File: src/rtl/adc_seq_pkg.sv
package adc_seq_pkg;

  typedef enum logic [1:0] {
    MODE_SINGLE = 2'b00,
    MODE_RSVD   = 2'b01,
    MODE_SCAN   = 2'b10,
    MODE_CONT   = 2'b11
  } seq_mode_e;

  // Requested clock count raised to the legal floor.
  function automatic int unsigned clamp_clks(int unsigned req, int unsigned floor_v);
    return (req < floor_v) ? floor_v : req;
  endfunction

endpackage

File: src/rtl/adc_seq_timer.sv
module adc_seq_timer #(
  parameter int CNT_W    = 7,
  parameter int MIN_CLKS = 11
) (
  input  logic             clk,
  input  logic             rst_n,
  input  logic             run,
  input  logic [CNT_W-1:0] conv_clks,
  output logic             first,
  output logic             last
);

  logic [CNT_W-1:0] cnt_q;
  logic [CNT_W-1:0] lim;

  always_comb begin
    lim   = CNT_W'(adc_seq_pkg::clamp_clks(32'(conv_clks), MIN_CLKS));
    first = run && (cnt_q == '0);
    last  = run && (cnt_q == lim - 1'b1);
  end

  always_ff @(posedge clk or negedge rst_n) begin
    if (!rst_n)           cnt_q <= '0;
    else if (!run || last) cnt_q <= '0;
    else                  cnt_q <= cnt_q + 1'b1;
  end

endmodule

File: src/rtl/adc_seq_slots.sv
module adc_seq_slots #(
  parameter int SLOTS = 8,
  parameter int CH_W  = 4,
  localparam int SLOT_W = $clog2(SLOTS),
  localparam int SEQ_W  = SLOTS * CH_W
) (
  input  logic              clk,
  input  logic              rst_n,
  input  logic              hold_zero,
  input  logic              step,
  input  logic              wrap,
  input  logic              strobe,
  input  logic [SEQ_W-1:0]  seq_word,
  output logic [SLOT_W-1:0] slot,
  output logic              at_last,
  output logic [CH_W-1:0]   chan,
  output logic [SLOTS-1:0]  wr
);

  logic [CH_W-1:0] field [SLOTS];

  for (genvar g = 0; g < SLOTS; g++) begin : g_slot
    assign field[g] = seq_word[g*CH_W +: CH_W];
    assign wr[g]    = strobe && (slot == SLOT_W'(g));
  end

  assign chan    = field[slot];
  assign at_last = (slot == SLOT_W'(SLOTS - 1));

  always_ff @(posedge clk or negedge rst_n) begin
    if (!rst_n)                       slot <= '0;
    else if (hold_zero || (step && wrap)) slot <= '0;
    else if (step)                    slot <= slot + 1'b1;
  end

endmodule

File: src/rtl/adc_seq_ctrl.sv
module adc_seq_ctrl #(
  parameter int SLOTS    = 8,
  parameter int CH_W     = 4,
  parameter int CNT_W    = 7,
  parameter int MIN_CLKS = 11,
  localparam int SLOT_W  = $clog2(SLOTS),
  localparam int SEQ_W   = SLOTS * CH_W
) (
  input  logic              clk,
  input  logic              rst_n,
  input  logic              adc_en,
  input  logic [1:0]        mode_sel,
  input  logic              start_we,
  input  logic              start_wdata,
  input  logic              ds_force,
  input  logic [SEQ_W-1:0]  seq_word,
  input  logic [CNT_W-1:0]  conv_clks,
  input  logic              irq_en,
  input  logic              eoc_clr,
  output logic              conv_start,
  output logic [CH_W-1:0]   chan_sel,
  output logic [SLOTS-1:0]  slot_wr,
  output logic              busy,
  output logic [SLOT_W-1:0] cur_slot,
  output logic              eoc_flag,
  output logic              irq
);

  import adc_seq_pkg::*;

  seq_mode_e eff_mode;
  logic one_shot, cont;
  logic start_q, active_q, eoc_q;
  logic go, run, done, at_last, pass_end;

  assign eff_mode = ds_force ? MODE_CONT : seq_mode_e'(mode_sel);
  assign one_shot = (eff_mode == MODE_SINGLE) || (eff_mode == MODE_RSVD);
  assign cont     = (eff_mode == MODE_CONT);

  assign go       = adc_en && start_q;
  assign run      = go && active_q;
  assign pass_end = done && (one_shot || at_last);

  adc_seq_timer #(.CNT_W(CNT_W), .MIN_CLKS(MIN_CLKS)) u_timer (
    .clk       (clk),
    .rst_n     (rst_n),
    .run       (run),
    .conv_clks (conv_clks),
    .first     (conv_start),
    .last      (done)
  );

  adc_seq_slots #(.SLOTS(SLOTS), .CH_W(CH_W)) u_slots (
    .clk       (clk),
    .rst_n     (rst_n),
    .hold_zero (!active_q),
    .step      (done),
    .wrap      (one_shot || at_last),
    .strobe    (done),
    .seq_word  (seq_word),
    .slot      (cur_slot),
    .at_last   (at_last),
    .chan      (chan_sel),
    .wr        (slot_wr)
  );

  // Sequencer activity: leaves on abort/disable or at the end of a non-continuous pass.
  always_ff @(posedge clk or negedge rst_n) begin
    if (!rst_n)                 active_q <= 1'b0;
    else if (!go)               active_q <= 1'b0;
    else if (pass_end && !cont) active_q <= 1'b0;
    else                        active_q <= 1'b1;
  end

  // Start bit: a software write takes precedence over the hardware self-clear.
  always_ff @(posedge clk or negedge rst_n) begin
    if (!rst_n)                 start_q <= 1'b0;
    else if (start_we)          start_q <= start_wdata;
    else if (pass_end && !cont) start_q <= 1'b0;
  end

  // End flag: set wins over a simultaneous clear.
  always_ff @(posedge clk or negedge rst_n) begin
    if (!rst_n)        eoc_q <= 1'b0;
    else if (pass_end) eoc_q <= 1'b1;
    else if (eoc_clr)  eoc_q <= 1'b0;
  end

  assign busy     = start_q;
  assign eoc_flag = eoc_q;
  assign irq      = irq_en && eoc_q;

endmodule

File: config.mk
export PLATFORM = sky130hd
export DESIGN_NAME = adc_seq_ctrl
export DESIGN_NICKNAME = d
export VERILOG_FILES = /design/src/rtl/adc_seq_pkg.sv /design/src/rtl/adc_seq_timer.sv /design/src/rtl/adc_seq_slots.sv /design/src/rtl/adc_seq_ctrl.sv
export SDC_FILE = /design/constraint.sdc
export NUM_CORES = 1
export LEC_CHECK = 0
export BUFFER_PORTS_ARGS = -buffer_cell sky130_fd_sc_hd__buf_2
export CAP_MARGIN = 40
export CORE_ASPECT_RATIO = 0.6
export CORE_UTILIZATION = 35
export DETAILED_ROUTE_END_ITERATION = 6
export GPL_ROUTABILITY_DRIVEN = 0
export HOLD_SLACK_MARGIN = 0.06
export PLACE_DENSITY = 0.7
export RECOVER_POWER = 25
export SYNTH_ARGS = -nofsm -noshare
export SYNTH_HDL_FRONTEND = slang
export SYNTH_SLANG_ARGS = --single-unit
export TNS_END_PERCENT = 50
File: constraint.sdc
create_clock -name clk -period 5.6 [get_ports clk]
set_clock_uncertainty 0.05 [all_clocks]
set_input_delay 0.28 -clock clk [delete_from_list [all_inputs] [get_ports clk]]
set_output_delay 0.28 -clock clk [all_outputs]
set_load 0.05 [all_outputs]
==> impl_metrics.yaml <==
floorplan:
  die_h_um: 49.1
  core_um2: 3380
  rows: 16
  die_area_um2: 3940
  die_x_um: 80.4
  initial_utilization: 0.382
  io_pins: 68
placement:
  postPlaceCellArea_um2: 1660
  io_buffers: 67
  post-dp-hpwl_um: 2880
sta:
  fin_tns_setup_ps: 0
  worst_slew_pin_slew_ps: 713
  finalMaxSlewViolations: 0
  min_period_ps: 3420
  hold_viol: 0
  fin_crit_sh: 0.610
  max_freq_mhz: 293
  rsz0062_at_grt: "false"
  holdWs_ps: 167
  slew_headroom: 0.525
  finalSetupViolCount: 0
pwr:
  pwr-share-clk: 0.346
  power.share.switching: 0.280
  p_sw_uw: 67.4
  p_int_uw: 174
  p_leak_nw: 0.826
  pwr_density_cell_nw_per_um2: 141
  fin_total_pwr_uw: 241
  seqPwrFrac: 0.408
  vdd_drop_max_mv: 0.0720
  pwr-share-comb: 0.246
route:
  drc_errors: 0
  wire_per_inst_um: 13.9
  drt-initial-drc-count: 72
  wirelength_um: 3480
  first_pass_iters: 4
  viasPerCell: 5.11
  vias: 1282
  antenna_left: 0
global_route:
  antenna_found_initial: 0
  grt_pass1_wl_um: 5850
  grt_pass1_vias: 1198
  grt_usage: 0.195
  overflow: 0
  grt_max_degree: 16
critical_path:
  rr_worst_depth: 5
  r2r_start: "u_timer.cnt_q[0]"
  critPathMostFrequentCell: "buf_2"
  cp_max_fo: 15
  slowest_delay_ps: 560
  cp_cell_sequence: "buf_2, or3_4, a21oi_1, nor2_1, ha_1, xnor2_1, o2111a_1, or4_4, nor2_2, and4_1, buf_2"
  critPathKind: "in -> out"
  r2r-end: "eoc_flag"
  crit_path_end_kind: "primary output"
  critical_path_arrival_ps: 3090
  cp.required_ps: 5270
  ff2ff_setup_slack_ps: 3310
  crit_slowest_cell: "or4_4"
  startpoint_type: "input port"
logic_synthesis:
  yosysUniqueCellTypes: 39
  post_synth.cell_area_avg_um2: 9.22
  synthXorXnorAreaFrac: 0.0814
  synth_compound_area_frac: 0.0707
  syn_inst: 140
  yosys_warnings: 0
  synth_top_family_by_area: "simple AND/OR/NAND/NOR gates"
  synth-edff-count: 0
  synth_top_area_cell: "dfrtp_1"
  synth_ff_type: "dfrtp_1"
  synth_fa_ha_area_frac: 0.0872
  synthTopCellsByCount: "nand2_1, dfrtp_1, ha_1"
  synth_nets: 198
  synthMuxAreaShare: 0.171
  synth.most_common_cell: "nand2_1"
  async_reset_ff_frac: 1.00
  synthTopCellsByArea: "dfrtp_1, mux4_2, ha_1"
  synth_area_um2: 1290
  yosysSeqAreaShare: 0.252
  netlist.area_leader.share: 0.252
  ys_ff_latch: 13
  yosys.area_share.simple: 0.299
hold_path:
  hold_start: "eoc_clr"
  min_to: "eoc_flag"
  min_path_cells: 2
  hold_path_class: "in -> reg"
final_layout:
  design_area_um2: 1710
  fillCellCount: 328
  nets: 265
  syn_to_final_growth_pct: 32.7
  drive_above_1_share: 0.413
  diodes: 0
  fin_util: 0.506
clock_network:
  cts_buffers: 3
  cts_root_buffer: "clkbuf_8"
  cts_sinks: 13
  clkLatencyLatePin_ps: 240
  ctsLongestPathBuffers: 2
  postCtsResizedCells: 0
  postCtsSetupRepairBufs: 0
  cts_tree: "yes"
  cts_max_level: 1
  clk_pin_slew_ps: 50
run_status:
  status: "finished, final reports clean"
flow_run:
  max-cap-violations: 0
==> cell usage in the layout, fill, tap and decap left out, types with 2 or more instances in the layout <==
cell      netlist  layout
mux4_2          8       8
and4_1          6       6
nand2b_1        2       2
clkbuf_8        0       3
nand3_1         6       6
nor3_1          8       8
clkbuf_1        5       2
dfrtp_1        13      13
nor2_1          8       8
inv_1           7       7
a21oi_1         5       5
buf_2           1      66
ha_1            9       9
and3_1          5       5
mux2i_1         4       4
nand2_1        18      18
xor2_1          6       6
or4_1           2       2
xnor2_1         6       6
==> state kept, by name, summed over array words and instances (netlist names) <==
| name | count |
|---|---|
| active_q | 1 |
| eoc_flag | 1 |
| u_slots.slot | 3 |
| busy | 1 |
| u_timer.cnt_q | 7 |
==> per-layer routing <==
| metal | up-vias | part of all wire | global-route usage |
|---|---|---|---|
| met5 | - | 0 | 0 |
| met1 | 607 | 0.54 | 0.315 |
| met2 | 26 | 0.41 | 0.263 |
| met3 | 2 | 0.048 | 0.0579 |
| met4 | 0 | 0.0029 | 0.00595 |
| li1 | 647 | - | - |
==> timing repair <==
item	CTS	global route
setup endpoints to repair	0	0
endpoints found under the hold margin	13	0
hold buffers	1	0
==> worst max-delay path, delay by kind of cell <==
kind	cells	cell delay (ps)
compound gates	2	310
xor+xnor	1	150
fa+ha+maj	1	220
buf+inv	2	370
simple gates	5	1750
==> metrics by stage <==
stage | setup slack, ps | instances
3_3_place_gp | 2280 | 246
4_1_cts | 2220 | 251
3_5_place_dp | 2230 | 246
2_1_floorplan | 2540 | 140
5_1_grt | 2010 | 251
6_report | 2180 | 251
==> power by group through the flow <==
stage / clock network (mW) / logic (mW) / registers (mW)
floorplan: 0 / 0.0305 / 0.101
global placement: 0 / 0.0578 / 0.100
detailed placement: 0 / 0.0588 / 0.100
CTS: 0.0847 / 0.0596 / 0.0984
global route: 0.0896 / 0.0650 / 0.0987
finish: 0.0833 / 0.0593 / 0.0984
==> cell type report <==
class / instances / area, um^2 / share of cell area
Timing Repair Buffer: 68 / 344 / 0.201
Tap cell: 45 / 56.3 / 0.0329
Multi-Input combinational cell: 114 / 916 / 0.535
Clock buffer: 4 / 45.0 / 0.0263
Sequential cell: 13 / 325 / 0.190
Inverter: 7 / 26.3 / 0.0153
==> worst max-delay path by stage <==
| stage | cells after the start | startpoint | slack (ps) | end |
|---|---|---|---|---|
| 6_report | 11 | conv_clks[6] | 2180 | slot_wr[6] |
| 3_3_place_gp | 11 | conv_clks[6] | 2280 | slot_wr[6] |
| 2_1_floorplan | 10 | conv_clks[6] | 2540 | slot_wr[0] |
| 4_1_cts | 11 | conv_clks[6] | 2220 | slot_wr[5] |
| 3_5_place_dp | 11 | conv_clks[6] | 2230 | slot_wr[5] |
| 5_1_grt | 11 | conv_clks[6] | 2010 | slot_wr[5] |
==> logic make-up (layout without fill, tap and decap cells) <==
| logic type | Yosys count | after routing |
|---|---|---|
| buf+inv | 13 | 79 |
| fa+ha+maj | 9 | 9 |
| simple gates | 68 | 68 |
| flops | 13 | 13 |
| xor+xnor | 12 | 12 |
| compound gates | 13 | 13 |
| mux | 12 | 12 |
Power figures use the tool's default switching activity.
